==> src/rtl/irq_entry_pkg.sv <==
package irq_entry_pkg;
  localparam int REG_W       = 32;
  localparam int PS_LVL_W    = 4;
  localparam int PS_EXCM_BIT = 4;
  localparam int PS_UM_BIT   = 5;

  typedef logic [REG_W-1:0]    word_t;
  typedef logic [PS_LVL_W-1:0] lvl_t;

  typedef enum logic [2:0] {
    KIND_NONE   = 3'd0,
    KIND_HIGH   = 3'd1,
    KIND_KERNEL = 3'd2,
    KIND_USER   = 3'd3,
    KIND_DOUBLE = 3'd4
  } entry_kind_e;

  // Move a static vector from its build-time base onto the live base.
  function automatic word_t reloc_target(word_t static_vec, word_t static_base,
                                         word_t live_base, logic en);
    return en ? (static_vec - static_base + live_base) : static_vec;
  endfunction

  function automatic word_t set_excm(word_t ps);
    word_t r;
    r = ps;
    r[PS_EXCM_BIT] = 1'b1;
    return r;
  endfunction

  function automatic word_t ps_enter_high(word_t ps, lvl_t lvl);
    word_t r;
    r = set_excm(ps);
    r[PS_LVL_W-1:0] = lvl;
    return r;
  endfunction
endpackage

==> src/rtl/irq_accept_chk.sv <==
module irq_accept_chk
  import irq_entry_pkg::*;
#(
  parameter int NUM_LEVELS = 6,
  parameter int IRQ_W      = 32
) (
  input  logic                        clk,
  input  logic                        rst_n,
  input  logic                        req_valid,
  input  lvl_t                        req_level,
  input  lvl_t                        cur_level,
  input  logic [IRQ_W-1:0]            int_set,
  input  logic [IRQ_W-1:0]            int_enable,
  input  logic [NUM_LEVELS*IRQ_W-1:0] level_masks,
  output logic                        accept
);
  logic [IRQ_W-1:0] mask_sel;
  logic [IRQ_W-1:0] hit_bits;
  logic             level_ok;

  always_comb begin
    mask_sel = '0;
    for (int l = 1; l <= NUM_LEVELS; l++) begin
      if (req_level == lvl_t'(l)) mask_sel = level_masks[(l-1)*IRQ_W +: IRQ_W];
    end
  end

  assign hit_bits = mask_sel & int_set & int_enable;
  assign level_ok = (req_level > cur_level) && (req_level <= lvl_t'(NUM_LEVELS));
  assign accept   = req_valid && level_ok && (|hit_bits);

  // an accepted level is never zero and always has a live, enabled line
  a_r1_accept_has_line: assert property (@(posedge clk) disable iff (!rst_n)
    accept |-> (req_level != '0) && ((int_set & int_enable) != '0));
endmodule

==> src/rtl/irq_kind_sel.sv <==
module irq_kind_sel
  import irq_entry_pkg::*;
#(
  parameter word_t LVL_VEC0       = 32'h4000_0180,
  parameter word_t LVL_VEC_STRIDE = 32'h0000_0040,
  parameter word_t KERNEL_VEC     = 32'h4000_0300,
  parameter word_t USER_VEC       = 32'h4000_0340,
  parameter word_t DOUBLE_VEC     = 32'h4000_03C0
) (
  input  lvl_t        level,
  input  word_t       ps,
  output entry_kind_e kind,
  output word_t       static_vec
);
  always_comb begin
    if (level > lvl_t'(1)) begin
      kind       = KIND_HIGH;
      static_vec = LVL_VEC0 + LVL_VEC_STRIDE * (word_t'(level) - word_t'(2));
    end else if (ps[PS_EXCM_BIT]) begin
      kind       = KIND_DOUBLE;
      static_vec = DOUBLE_VEC;
    end else if (ps[PS_UM_BIT]) begin
      kind       = KIND_USER;
      static_vec = USER_VEC;
    end else begin
      kind       = KIND_KERNEL;
      static_vec = KERNEL_VEC;
    end
  end
endmodule

==> src/rtl/irq_vec_reloc.sv <==
module irq_vec_reloc
  import irq_entry_pkg::*;
#(
  parameter word_t STATIC_VECBASE = 32'h4000_0000
) (
  input  word_t static_vec,
  input  word_t vecbase,
  input  logic  reloc_en,
  output word_t target,
  output logic  has_vec
);
  assign has_vec = (static_vec != '0);
  assign target  = reloc_target(static_vec, STATIC_VECBASE, vecbase, reloc_en);
endmodule

==> src/rtl/irq_entry_ctrl.sv <==
module irq_entry_ctrl
  import irq_entry_pkg::*;
#(
  parameter int    NUM_LEVELS     = 6,
  parameter int    IRQ_W          = 32,
  parameter bit    HAS_DEPC       = 1'b1,
  parameter word_t STATIC_VECBASE = 32'h4000_0000,
  parameter word_t LVL_VEC0       = 32'h4000_0180,
  parameter word_t LVL_VEC_STRIDE = 32'h0000_0040,
  parameter word_t KERNEL_VEC     = 32'h4000_0300,
  parameter word_t USER_VEC       = 32'h4000_0340,
  parameter word_t DOUBLE_VEC     = 32'h4000_03C0,
  parameter int    CAUSE_W        = 6,
  parameter int    LEVEL1_CAUSE   = 4,
  localparam int   SLOT_W         = $clog2(NUM_LEVELS)
) (
  input  logic                        clk,
  input  logic                        rst_n,
  input  logic                        req_valid,
  input  logic [PS_LVL_W-1:0]         req_level,
  input  logic [PS_LVL_W-1:0]         cur_level,
  input  logic [IRQ_W-1:0]            int_set,
  input  logic [IRQ_W-1:0]            int_enable,
  input  logic [NUM_LEVELS*IRQ_W-1:0] level_masks,
  input  logic [REG_W-1:0]            ps_in,
  input  logic [REG_W-1:0]            pc_in,
  input  logic [REG_W-1:0]            vecbase_in,
  input  logic                        reloc_en,
  output logic                        taken,
  output logic [REG_W-1:0]            pc_next,
  output logic [2:0]                  entry_kind,
  output logic                        ps_we,
  output logic [REG_W-1:0]            ps_val,
  output logic                        epc_we,
  output logic [SLOT_W-1:0]           epc_sel,
  output logic [REG_W-1:0]            epc_val,
  output logic                        eps_we,
  output logic [SLOT_W-1:0]           eps_sel,
  output logic [REG_W-1:0]            eps_val,
  output logic                        depc_we,
  output logic [REG_W-1:0]            depc_val,
  output logic                        cause_we,
  output logic [CAUSE_W-1:0]          cause_val
);
  // Named internal events, observed by the assertions below
  logic        accept;
  entry_kind_e kind;
  entry_kind_e kind_q;
  word_t       static_vec;
  word_t       target;
  logic        has_vec;

  irq_accept_chk #(.NUM_LEVELS(NUM_LEVELS), .IRQ_W(IRQ_W)) u_accept (
    .clk(clk), .rst_n(rst_n), .req_valid(req_valid), .req_level(req_level),
    .cur_level(cur_level), .int_set(int_set), .int_enable(int_enable),
    .level_masks(level_masks), .accept(accept)
  );

  irq_kind_sel #(
    .LVL_VEC0(LVL_VEC0), .LVL_VEC_STRIDE(LVL_VEC_STRIDE),
    .KERNEL_VEC(KERNEL_VEC), .USER_VEC(USER_VEC), .DOUBLE_VEC(DOUBLE_VEC)
  ) u_kind (
    .level(req_level), .ps(ps_in), .kind(kind), .static_vec(static_vec)
  );

  irq_vec_reloc #(.STATIC_VECBASE(STATIC_VECBASE)) u_reloc (
    .static_vec(static_vec), .vecbase(vecbase_in), .reloc_en(reloc_en),
    .target(target), .has_vec(has_vec)
  );

  always_ff @(posedge clk or negedge rst_n) begin
    if (!rst_n) begin
      taken <= 1'b0; pc_next <= '0; kind_q <= KIND_NONE;
      ps_we <= 1'b0; ps_val <= '0;
      epc_we <= 1'b0; epc_sel <= '0; epc_val <= '0;
      eps_we <= 1'b0; eps_sel <= '0; eps_val <= '0;
      depc_we <= 1'b0; depc_val <= '0;
      cause_we <= 1'b0; cause_val <= '0;
    end else begin
      taken    <= 1'b0;
      kind_q   <= KIND_NONE;
      ps_we    <= 1'b0;
      epc_we   <= 1'b0;
      eps_we   <= 1'b0;
      depc_we  <= 1'b0;
      cause_we <= 1'b0;
      if (accept) begin
        kind_q <= kind;
        taken  <= has_vec;
        if (has_vec) pc_next <= target;
        ps_we  <= 1'b1;
        if (kind == KIND_HIGH) begin
          ps_val  <= ps_enter_high(ps_in, req_level);
          epc_we  <= 1'b1;
          epc_sel <= SLOT_W'(req_level - lvl_t'(1));
          epc_val <= pc_in;
          eps_we  <= 1'b1;
          eps_sel <= SLOT_W'(req_level - lvl_t'(2));
          eps_val <= ps_in;
        end else begin
          ps_val    <= set_excm(ps_in);
          cause_we  <= 1'b1;
          cause_val <= CAUSE_W'(LEVEL1_CAUSE);
          if (kind == KIND_DOUBLE && HAS_DEPC) begin
            depc_we  <= 1'b1;
            depc_val <= pc_in;
          end else begin
            epc_we  <= 1'b1;
            epc_sel <= '0;
            epc_val <= pc_in;
          end
        end
      end
    end
  end

  assign entry_kind = kind_q;

  // no request, no side effect in the next cycle
  a_r1_idle_quiet: assert property (@(posedge clk) disable iff (!rst_n)
    !req_valid |=> !(taken || ps_we || epc_we || eps_we || depc_we || cause_we));
  // saved-status slots sit one below the saved-PC slots
  a_r2_slot_bias: assert property (@(posedge clk) disable iff (!rst_n)
    eps_we |-> (epc_we && (epc_sel == eps_sel + SLOT_W'(1))));
  // high-level entry puts its own level into the status word
  a_r3_high_level_field: assert property (@(posedge clk) disable iff (!rst_n)
    eps_we |-> (ps_val[PS_LVL_W-1:0] == lvl_t'(eps_sel) + lvl_t'(2)));
  // only level-1 entries touch the cause register
  a_r4_cause_level1: assert property (@(posedge clk) disable iff (!rst_n)
    cause_we |-> (!eps_we && cause_val == CAUSE_W'(LEVEL1_CAUSE)));
  // a double exception saves the PC in exactly one place
  a_r5_double_one_dest: assert property (@(posedge clk) disable iff (!rst_n)
    depc_we |-> !epc_we);
  // every entry leaves exception mode set
  a_r6_excm_after: assert property (@(posedge clk) disable iff (!rst_n)
    ps_we |-> ps_val[PS_EXCM_BIT]);
  // a redirect only accompanies a committed entry
  a_r9_taken_commits: assert property (@(posedge clk) disable iff (!rst_n)
    taken |-> (ps_we && kind_q != KIND_NONE));
  // reported kind agrees with which slots were written
  a_r10_kind_high: assert property (@(posedge clk) disable iff (!rst_n)
    (kind_q == KIND_HIGH) |-> (eps_we && !cause_we));
endmodule

==> config.mk <==
export PLATFORM = sky130hd
export DESIGN_NAME = irq_entry_ctrl
export DESIGN_NICKNAME = d
export VERILOG_FILES = /design/src/rtl/irq_entry_pkg.sv /design/src/rtl/irq_accept_chk.sv /design/src/rtl/irq_kind_sel.sv /design/src/rtl/irq_vec_reloc.sv /design/src/rtl/irq_entry_ctrl.sv
export SDC_FILE = /design/constraint.sdc
export NUM_CORES = 1
export LEC_CHECK = 0
export ABC_AREA = 1
export BUFFER_PORTS_ARGS = -buffer_cell sky130_fd_sc_hd__buf_2
export CAP_MARGIN = 10
export CORE_AREA = 2 2 214 216
export DETAILED_ROUTE_END_ITERATION = 12
export DIE_AREA = 0 0 216 218
export PLACE_DENSITY = 0.58
export SLEW_MARGIN = 5
export SYNTH_ARGS = -nofsm -noshare
export SYNTH_HDL_FRONTEND = slang
export SYNTH_SLANG_ARGS = --single-unit
==> constraint.sdc <==
create_clock -name clk -period 0.8 [get_ports clk]
set_clock_uncertainty 0.15 [all_clocks]
set_input_delay 0.16 -clock clk [delete_from_list [all_inputs] [get_ports clk]]
set_output_delay 0.16 -clock clk [all_outputs]
set_load 0.1 [all_outputs]
### Yosys cells after proc, flatten, opt, wreduce, memory -nomap -nowiden

Cells that the tools add are included.

* flip-flop bits (word level): 176

* add/sub/neg operators: 6
* bitwise gates (word level): 3
* multiplexer cells: 31
* reductions and logical operators: 10
* order comparisons: 3
* equal/unequal tests: 9

Operator list (count)
* 32-bit 2-to-1 mux: 11
* 32-bit AND: 2
* 31-bit by 32-bit adder with 32-bit output (first input constant): 1
* 32-bit adder: 1
* 32-bit nonzero test: 1
* 32-bit OR reduction: 1
* 32-bit by 31-bit subtractor with 32-bit output (second input constant): 1
* 3-bit 2-to-1 mux: 5
* 1-bit 2-to-1 mux: 13
* 4-bit by 3-bit == test with 1-bit output (second input constant): 3
* 4-bit by 2-bit == test with 1-bit output (second input constant): 2
* 2-bit AND reduction: 4
* 7-bit 2-to-1 mux: 1
* 4-bit by 2-bit subtractor with 5-bit output (second input constant): 1
* 4-bit by 1-bit == test with 1-bit output (second input constant): 1
* 4-bit by 1-bit > comparator with 1-bit output (second input constant): 1
* 4-bit > comparator: 1
* 4-bit by 3-bit less-or-equal comparator with 1-bit output (second input constant): 1
* 4-bit 2-to-1 mux: 1
* 3-bit by 1-bit == test with 1-bit output (second input constant): 1
* 3-bit == test (second input constant): 1
* 1-bit logical AND: 3
* 3-bit AND reduction: 1
* 3-bit by 1-bit subtractor with 3-bit output (second input constant): 1
* 3 further kinds: 3

### Depth between registers and ports, before layout

Gate-level depths: netlist of the first run.

* depth in word-level cells: 12
* depth in mapped cells: 25

### By module

From an unflattened synthesis of the first run, not the netlist that was laid out.

* cell total of the unflattened synthesis: 1894
* area total of the unflattened synthesis: 12859.8 um^2

Modules (own cells, without submodules)
* irq_entry_ctrl: cells an instance 724, times used 1, seq. area each 4404.2 um^2, area an instance 6750.2 um^2
* irq_vec_reloc: cells an instance 596, times used 1, seq. area each 0.0 um^2, area an instance 3139.3 um^2
* irq_accept_chk: cells an instance 509, times used 1, seq. area each 0.0 um^2, area an instance 2570.0 um^2
* irq_kind_sel: cells an instance 65, times used 1, seq. area each 0.0 um^2, area an instance 400.4 um^2

### Worst setup path after synthesis of the first run

No wires, ideal clock.

* path type: input to register
* start point: in req_level[2]
* end point: reg pc_next[19]
* required time: 0.530 ns
* stages on the path: 21
* buffers on the path: 1
* arrival: 3.287 ns
* path slack: -2.757 ns
* cell sequence: buf_2 -> inv_1 -> nand2_1 -> nor2_1 -> nand2_1 -> or2_2 -> ha_1 -> nor2_1 -> ha_1 -> ha_1 -> nand2_1 -> inv_1 -> a21oi_1 -> o21bai_1 -> a21oi_1 -> o21ai_0 -> xor2_1 -> nand2_1 -> nand2_1 -> nand2_1 -> nand2_1

* cells in the longest elaborated chain, start to end: 12

Ends and longest elaborated chain
* start, declared: line irq_entry_ctrl.sv:20 `input logic [PS_LVL_W-1:0] req_level,`
* parallel branches: the longest is 12 deep, another holds 31-bit by 32-bit adder with 32-bit output
* end signal, assigned: line irq_entry_ctrl.sv:90 `if (has_vec) pc_next <= target;`
* end, declared: line irq_entry_ctrl.sv:30 `output logic [REG_W-1:0] pc_next,`

Parallel ways; which one is timed is not known.
A chain may end at the register's enable or synchronous reset.

### Final worst setup path of the first run

* start point: in req_level[1]
* end point: reg pc_next[31]

Same word-level chain as after synthesis.

==> impl_metrics.py, run 1 <==
metrics = {
    "routing": {
        "totalWireLength_mm": 56.10,
        "drtPass1Iterations": 5,
        "drtIter0Drc": 810,
        "vias": 14350,
        "vias_per_cell": 4.695,
        "avgRoutedWirePerCell_um": 18.35,
        "ant_nets": 0,
        "drc": 0,
    },
    "power": {
        "leakage_uw": 0.01156,
        "p_per_area_mw_per_mm2": 3010,
        "power_uw": 69800,
        "ir_drop_uv": 2359,
    },
    "final_layout": {
        "fillers": 4159,
        "final_nets": 2870,
        "drive_gt1_frac": 0.4786,
        "regArea_mm2": 0.005065,
        "syn2layout_area_growth_pct": 96.21,
        "multi_input_area_mm2": 0.007536,
    },
    "sta": {
        "setup_viol": 352,
        "fmax_ghz": 0.3321,
        "timing_max_transition_violations_final": 0,
        "setup_slack_ns": -2.212,
        "period_needed_ns": 3.012,
        "fin_crit_sh": 3.764,
        "hold_violations": 0,
        "hold_slack_ns": 0.01730,
        "rsz0062_at_grt": "yes",
    },
    "placement": {
        "dp_hpwl_mm": 42.13,
        "gp_congestion": 0.9094,
        "io_buffers": 539,
    },
    "grt": {
        "grt_antenna_before_repair": 9,
        "grt_max_degree": 55,
        "grt_pass1_wl_mm": 80.98,
        "gr-total-overflow": 0,
        "grt_usage": 0.2219,
        "grt_pass1_vias": 14250,
    },
    "clock_network": {
        "h-tree-depth": 4,
        "cts_made_buffers": 17,
        "cts_tree": "yes",
        "root_buffer": "clkbuf_16",
        "clk_pin_slew_worst_paths_ns": 0.07,
        "clockBufferDepth": 2,
        "clock_latency_ns": 0.44,
        "clock-sinks": 176,
    },
    "floorplan": {
        "die_x_um": 216,
        "row_count": 78,
        "die-area_mm2": 0.04709,
        "pin_count": 545,
        "start_util": 0.2633,
        "die_h_um": 218,
        "core_mm2": 0.04489,
    },
    "setup_path": {
        "critPathKind": "primary input to flip-flop",
        "worstSetupStartpointType": "primary input",
        "cp-startpoint": "req_level[1]",
        "cp.required_ns": 0.98,
        "crit_arrival_ns": 3.20,
        "reg2regPathDepth": 1,
        "end_kind": "flip-flop",
        "path_max_fanout": 5,
        "reg2reg_from": "cause_val[2]",
    },
    "synth": {
        "synth_area_per_cell_um2": 7.002,
        "yosysTopAreaCell": "dfrtp_1",
        "ys.flop_type": "dfrtp_1",
        "synth_area_leaders": "dfrtp_1 37%, nand2_1 23%, ha_1 6.8%",
        "synth_top_area_frac": 0.3726,
        "synthCells": 1688,
        "ys_seq_area_frac": 0.3726,
        "synth_cell_type_count": 43,
        "synth_edf_count": 0,
        "yosysWarnings": 0,
        "synth.most_common_cell": "nand2_1",
        "netlist_area_mm2": 0.01182,
        "ys_top_cells_by_count": "729 x nand2_1, 176 x dfrtp_1, 155 x inv_1, 112 x nand4_1, 96 x o21ai_0",
        "synth_seq_cells": 176,
        "async_reset_ff_frac": 1.000,
    },
    "min_path": {
        "hp-class": "primary input to flip-flop",
        "whs_path_depth": 4,
        "min-delay-start": "vecbase_in[6]",
    },
    "job": {
        "cap_violations": 0,
    },
    "run_status": {
        "violations": "negative setup slack",
        "status": "complete, but fails checks",
    },
}
## report_power, final
part / leakage [uW] / internal [uW] / switching (uW) / total (uW)
clock network: 0.000281 / 4780 / 3670 / 8450
registers: 0.00201 / 13600 / 3320 / 16900
logic: 0.00926 / 15800 / 28700 / 44500
total: 0.0116 / 34100 / 35600 / 69800
## timing repair
action / in CTS / in global routing
setup buffers: 18 / 19
cloned: 3 / 14
pin swaps: 29 / 91
hold endpoints to repair: 308 / 0
hold buffers: 70 / 0
gates resized for setup: 91 / 145
endpoints found under the setup margin: 352 / 386
## cell type report
cell class / count / share of cell area
Antenna cell: 4 / 0.0004316
Clock buffer: 20 / 0.01969
Inverter: 162 / 0.02762
Timing Repair Buffer: 826 / 0.3709
Sequential cell: 176 / 0.2184
Multi-Input combinational cell: 1258 / 0.3250
Clock inverter: 11 / 0.005611
Tap cell: 600 / 0.03237
## registers in the layout, summed over array words and instances, names as in the netlist
name        cells
cause_val       1
cause_we        1
depc_val       32
depc_we         1
entry_kind      3
epc_sel         3
epc_val        32
epc_we          1
eps_sel         3
eps_val        32
eps_we          1
pc_next        32
ps_val         32
ps_we           1
taken           1
## final timing paths
path / end / slack [ns]
worst min-delay path: pc_next[6] / 0.02
worst max register to register: cause_val[2] / -0.14
min in group asynchronous: entry_kind[2] / 0.14
worst max-delay path: pc_next[31] / -2.21
max in group asynchronous: eps_sel[0] / 0.03
worst min register to register: eps_val[24] / 0.40
## per-layer routing
layer / up-vias / GRT usage / share of wire
met1: 6742 / 0.2593 / 0.39
met2: 555 / 0.4056 / 0.51
met4: 6 / 0.09110 / 0.042
met3: 100 / 0.03278 / 0.051
li1: 6951 / - / -
met5: - / 0 / 0.00062
## layout by cell type (no fill, tap or decap), types with 40 or more instances in the layout
| cell | n |
|---|---|
| nand4_1 | 112 |
| dfrtp_4 | 176 |
| buf_2 | 360 |
| buf_4 | 145 |
| buf_12 | 221 |
| ha_4 | 45 |
| o21ai_0 | 69 |
| inv_1 | 137 |
| nor2_1 | 40 |
| nand2_1 | 684 |
| dlygate4sd3_1 | 70 |
## metrics by stage
step	instance area, um^2	utilization	instances	worst slack, ns	TNS (ns)
2_1_floorplan	13020	-	1692	-2.359	-295.69
3_3_place_gp	20150	0.4488	2902	-2.868	-451.08
3_5_place_dp	20150	0.4488	2902	-2.915	-451.87
4_1_cts	22100	0.4923	3024	-2.192	-430.94
5_1_grt	23190	0.5165	3056	-2.340	-451.77
6_report	23190	0.5166	3057	-2.212	-421.52
## kinds of logic (layout without fill, tap and decap cells)
group           after synthesis  count (layout)  share of synthesized area
flops                       176             176                     0.3726
other cells                   1               9                  0.0003173
simple gates                958             958                     0.3412
fa+ha+maj                    65              65                    0.06945
xor+xnor                     11              11                   0.008152
compound gates              217             217                     0.1101
buf+inv                     258            1019                    0.09644
mux                           2               2                   0.001694
## worst max-delay path: stages
cell,delay (ns)
buf_8,0.09
clkinvlp_4,0.15
buf_6,0.17
ha_4,0.16
xor2_2,0.20
nand2_1,0.13
ha_4,0.18
inv_4,0.05
nor2_4,0.04
buf_12,0.13
ha_4,0.21
ha_4,0.31
nand2_4,0.07
nor2_4,0.11
inv_2,0.05
nor3_2,0.20
nand4_1,0.16
nand3_2,0.15
nand2_1,0.07
nand3b_1,0.09
xor2_1,0.15
nor2_1,0.05
nand2_1,0.05
nand2_1,0.04
Note: power is estimated with default switching activity, not from simulation.
==> inputs of run 2 (changes only) <==
Settings changed: REMOVE_ABC_BUFFERS set to 1.
==> impl_metrics.py, run 2 (synthesis gave the netlist of run 1 again) <==
metrics = {
    "grt": {
        "grt_pass1_vias": 14320,
        "grt_pass1_wl_mm": 80.49,
        "grt_antenna_before_repair": 3,
        "grt_max_degree": 45,
        "gr-total-overflow": 0,
        "grt_usage": 0.2206,
    },
    "power": {
        "leakage_uw": 0.01287,
        "p_per_area_mw_per_mm2": 2926,
        "ir_drop_uv": 2694,
    },
    "clock_network": {
        "clock-sinks": 176,
        "cts_tree": "yes",
        "root_buffer": "clkbuf_16",
        "clk_pin_slew_worst_paths_ns": 0.07,
        "h-tree-depth": 4,
        "clockBufferDepth": 2,
        "holdBufCountCts": 68,
        "clock_latency_ns": 0.45,
        "cts_made_buffers": 17,
    },
    "sta": {
        "timing_max_transition_violations_final": 0,
        "tightest_slew_ns": 0.5920,
        "fin_crit_sh": 3.476,
        "hold_violations": 10,
        "hold_slack_ns": -0.1331,
        "slew_headroom": 0.6053,
        "period_needed_ns": 2.781,
        "fmax_ghz": 0.3596,
        "setup_slack_ns": -1.981,
        "rsz0062_at_grt": "yes",
        "setup_viol": 352,
    },
    "placement": {
        "io_buffers": 539,
        "dp_hpwl_mm": 40.76,
        "dp.cells": 2921,
        "gp_congestion": 0.9605,
    },
    "routing": {
        "drtIter0Drc": 1070,
        "vias_per_cell": 4.805,
        "avgRoutedWirePerCell_um": 18.84,
        "ant_nets": 0,
        "drtPass1Iterations": 5,
        "drc": 0,
        "vias": 15400,
        "totalWireLength_mm": 60.39,
    },
    "setup_path": {
        "end_kind": "flip-flop",
        "critPathKind": "primary input to flip-flop",
        "critPathMaxStageDelay_ns": 0.35,
        "cp_cell_sequence": "buf_12, inv_8, ha_4, o21ai_4, clkinv_4, nand2_4, nand2_4, inv_2, ha_4, ha_4, fa_2, nand3_2, nand2_2, a21oi_4, inv_2, nand3b_1, o211ai_1, or2_4, nand3_2, nand2_1, nand3_1, nand2_1",
        "slowest_stage": "fa_2",
        "cp.required_ns": 0.99,
        "path_common_cell": "ha_4",
        "regToRegSetupSlack_ns": -0.21,
        "worstSetupStartpointType": "primary input",
        "critPathBufInv": 5,
        "crit_arrival_ns": 2.97,
        "path_delay_family": "simple AND/OR/NAND/NOR gates",
        "path_max_fanout": 6,
    },
    "final_layout": {
        "syn2layout_area_growth_pct": 110.7,
        "multi_input_area_mm2": 0.008408,
        "final_nets": 3020,
        "final_common_cell": "nand2_1",
        "mostFrequentLayoutCells": "513 x nand2_1, 358 x buf_2, 261 x buf_4",
        "fin_cells": 3205,
        "regArea_mm2": 0.004454,
        "fillers": 3836,
        "drive_gt1_frac": 0.5300,
    },
    "floorplan": {
        "die-area_mm2": 0.04709,
        "core_mm2": 0.04489,
        "row_count": 78,
        "die_x_um": 216,
        "die_h_um": 218,
        "pin_count": 545,
        "start_util": 0.2633,
    },
    "job": {
        "cap_violations": 0,
    },
    "run_status": {
        "status": "complete, but fails checks",
        "violations": "negative hold slack, negative setup slack",
    },
    "min_path": {
        "hp-class": "primary input to flip-flop",
    },
}
## run 2: changes by cell type in the layout (fill, tap and decap cells not counted), moves of 6 or more
cell,delta
buf_16,+6
buf_4,+116
buf_6,+22
clkbuf_16,+11
dfrtp_1,+136
dfrtp_2,+40
dfrtp_4,-176
nand2_1,-171
nand2_2,+105
nand2_4,+67
o21ai_1,-12
o21ai_2,+7
## run 2: cell type report
cell class	instances	share of cell area
Clock inverter	12	0.003367
Clock buffer	20	0.01874
Timing Repair Buffer	976	0.4047
Tap cell	600	0.03015
Sequential cell	176	0.1789
Inverter	162	0.02633
Multi-Input combinational cell	1258	0.3377
Antenna cell	1	0.0001005
## run 2: worst min-delay path: stages
cell	delay, ns
buf_2	0.14
nand4_1	0.09
nand2_1	0.05
## run 2: report_power, final
group	internal (uW)	switching, uW
clock	4220	3840
combinational	18900	30500
sequential	11800	3540
## run 2: through the flow
stage	power [uW]	TNS [ns]	utilization	area [um^2]	worst slack, ns
detailed placement	57230	-447.80	0.4282	19220	-3.077
CTS	67170	-416.85	0.4948	22210	-1.904
global route	75080	-445.75	0.5546	24900	-2.133
floorplan	38390	-691.62	-	11300	-4.506
global placement	56950	-444.88	0.4282	19220	-3.021
finish	72870	-414.14	0.5546	24900	-1.981
## run 2: what timing repair did
| item | 4_1_cts | 5_1_grt |
|---|---|---|
| gates resized for setup | 267 | 388 |
| endpoints found under the setup margin | 352 | 352 |
| hold endpoints to repair | 311 | 7 |
| pin swaps | 80 | 142 |
| setup buffers | 38 | 117 |
| gates cloned | 8 | 27 |
## run 2: worst paths after layout
| path | startpoint | depth (start not counted) | to |
|---|---|---|---|
| max | req_level[1] | 22 | pc_next[21] |
| min | ps_in[3] | 3 | eps_val[3] |
| max reg2reg | ps_val[31] | 3 | ps_val[31] |
| min reg2reg | eps_val[12] | 2 | eps_val[12] |
| max in group asynchronous | rst_n | 3 | epc_val[17] |
| min in group asynchronous | rst_n | 2 | entry_kind[1] |
## run 2: per-layer routing
layer	wire [um]	global-route usage
met1	22740	0.2570
met2	30010	0.3837
met3	4125	0.04128
met4	3509	0.1196
met5	9	0
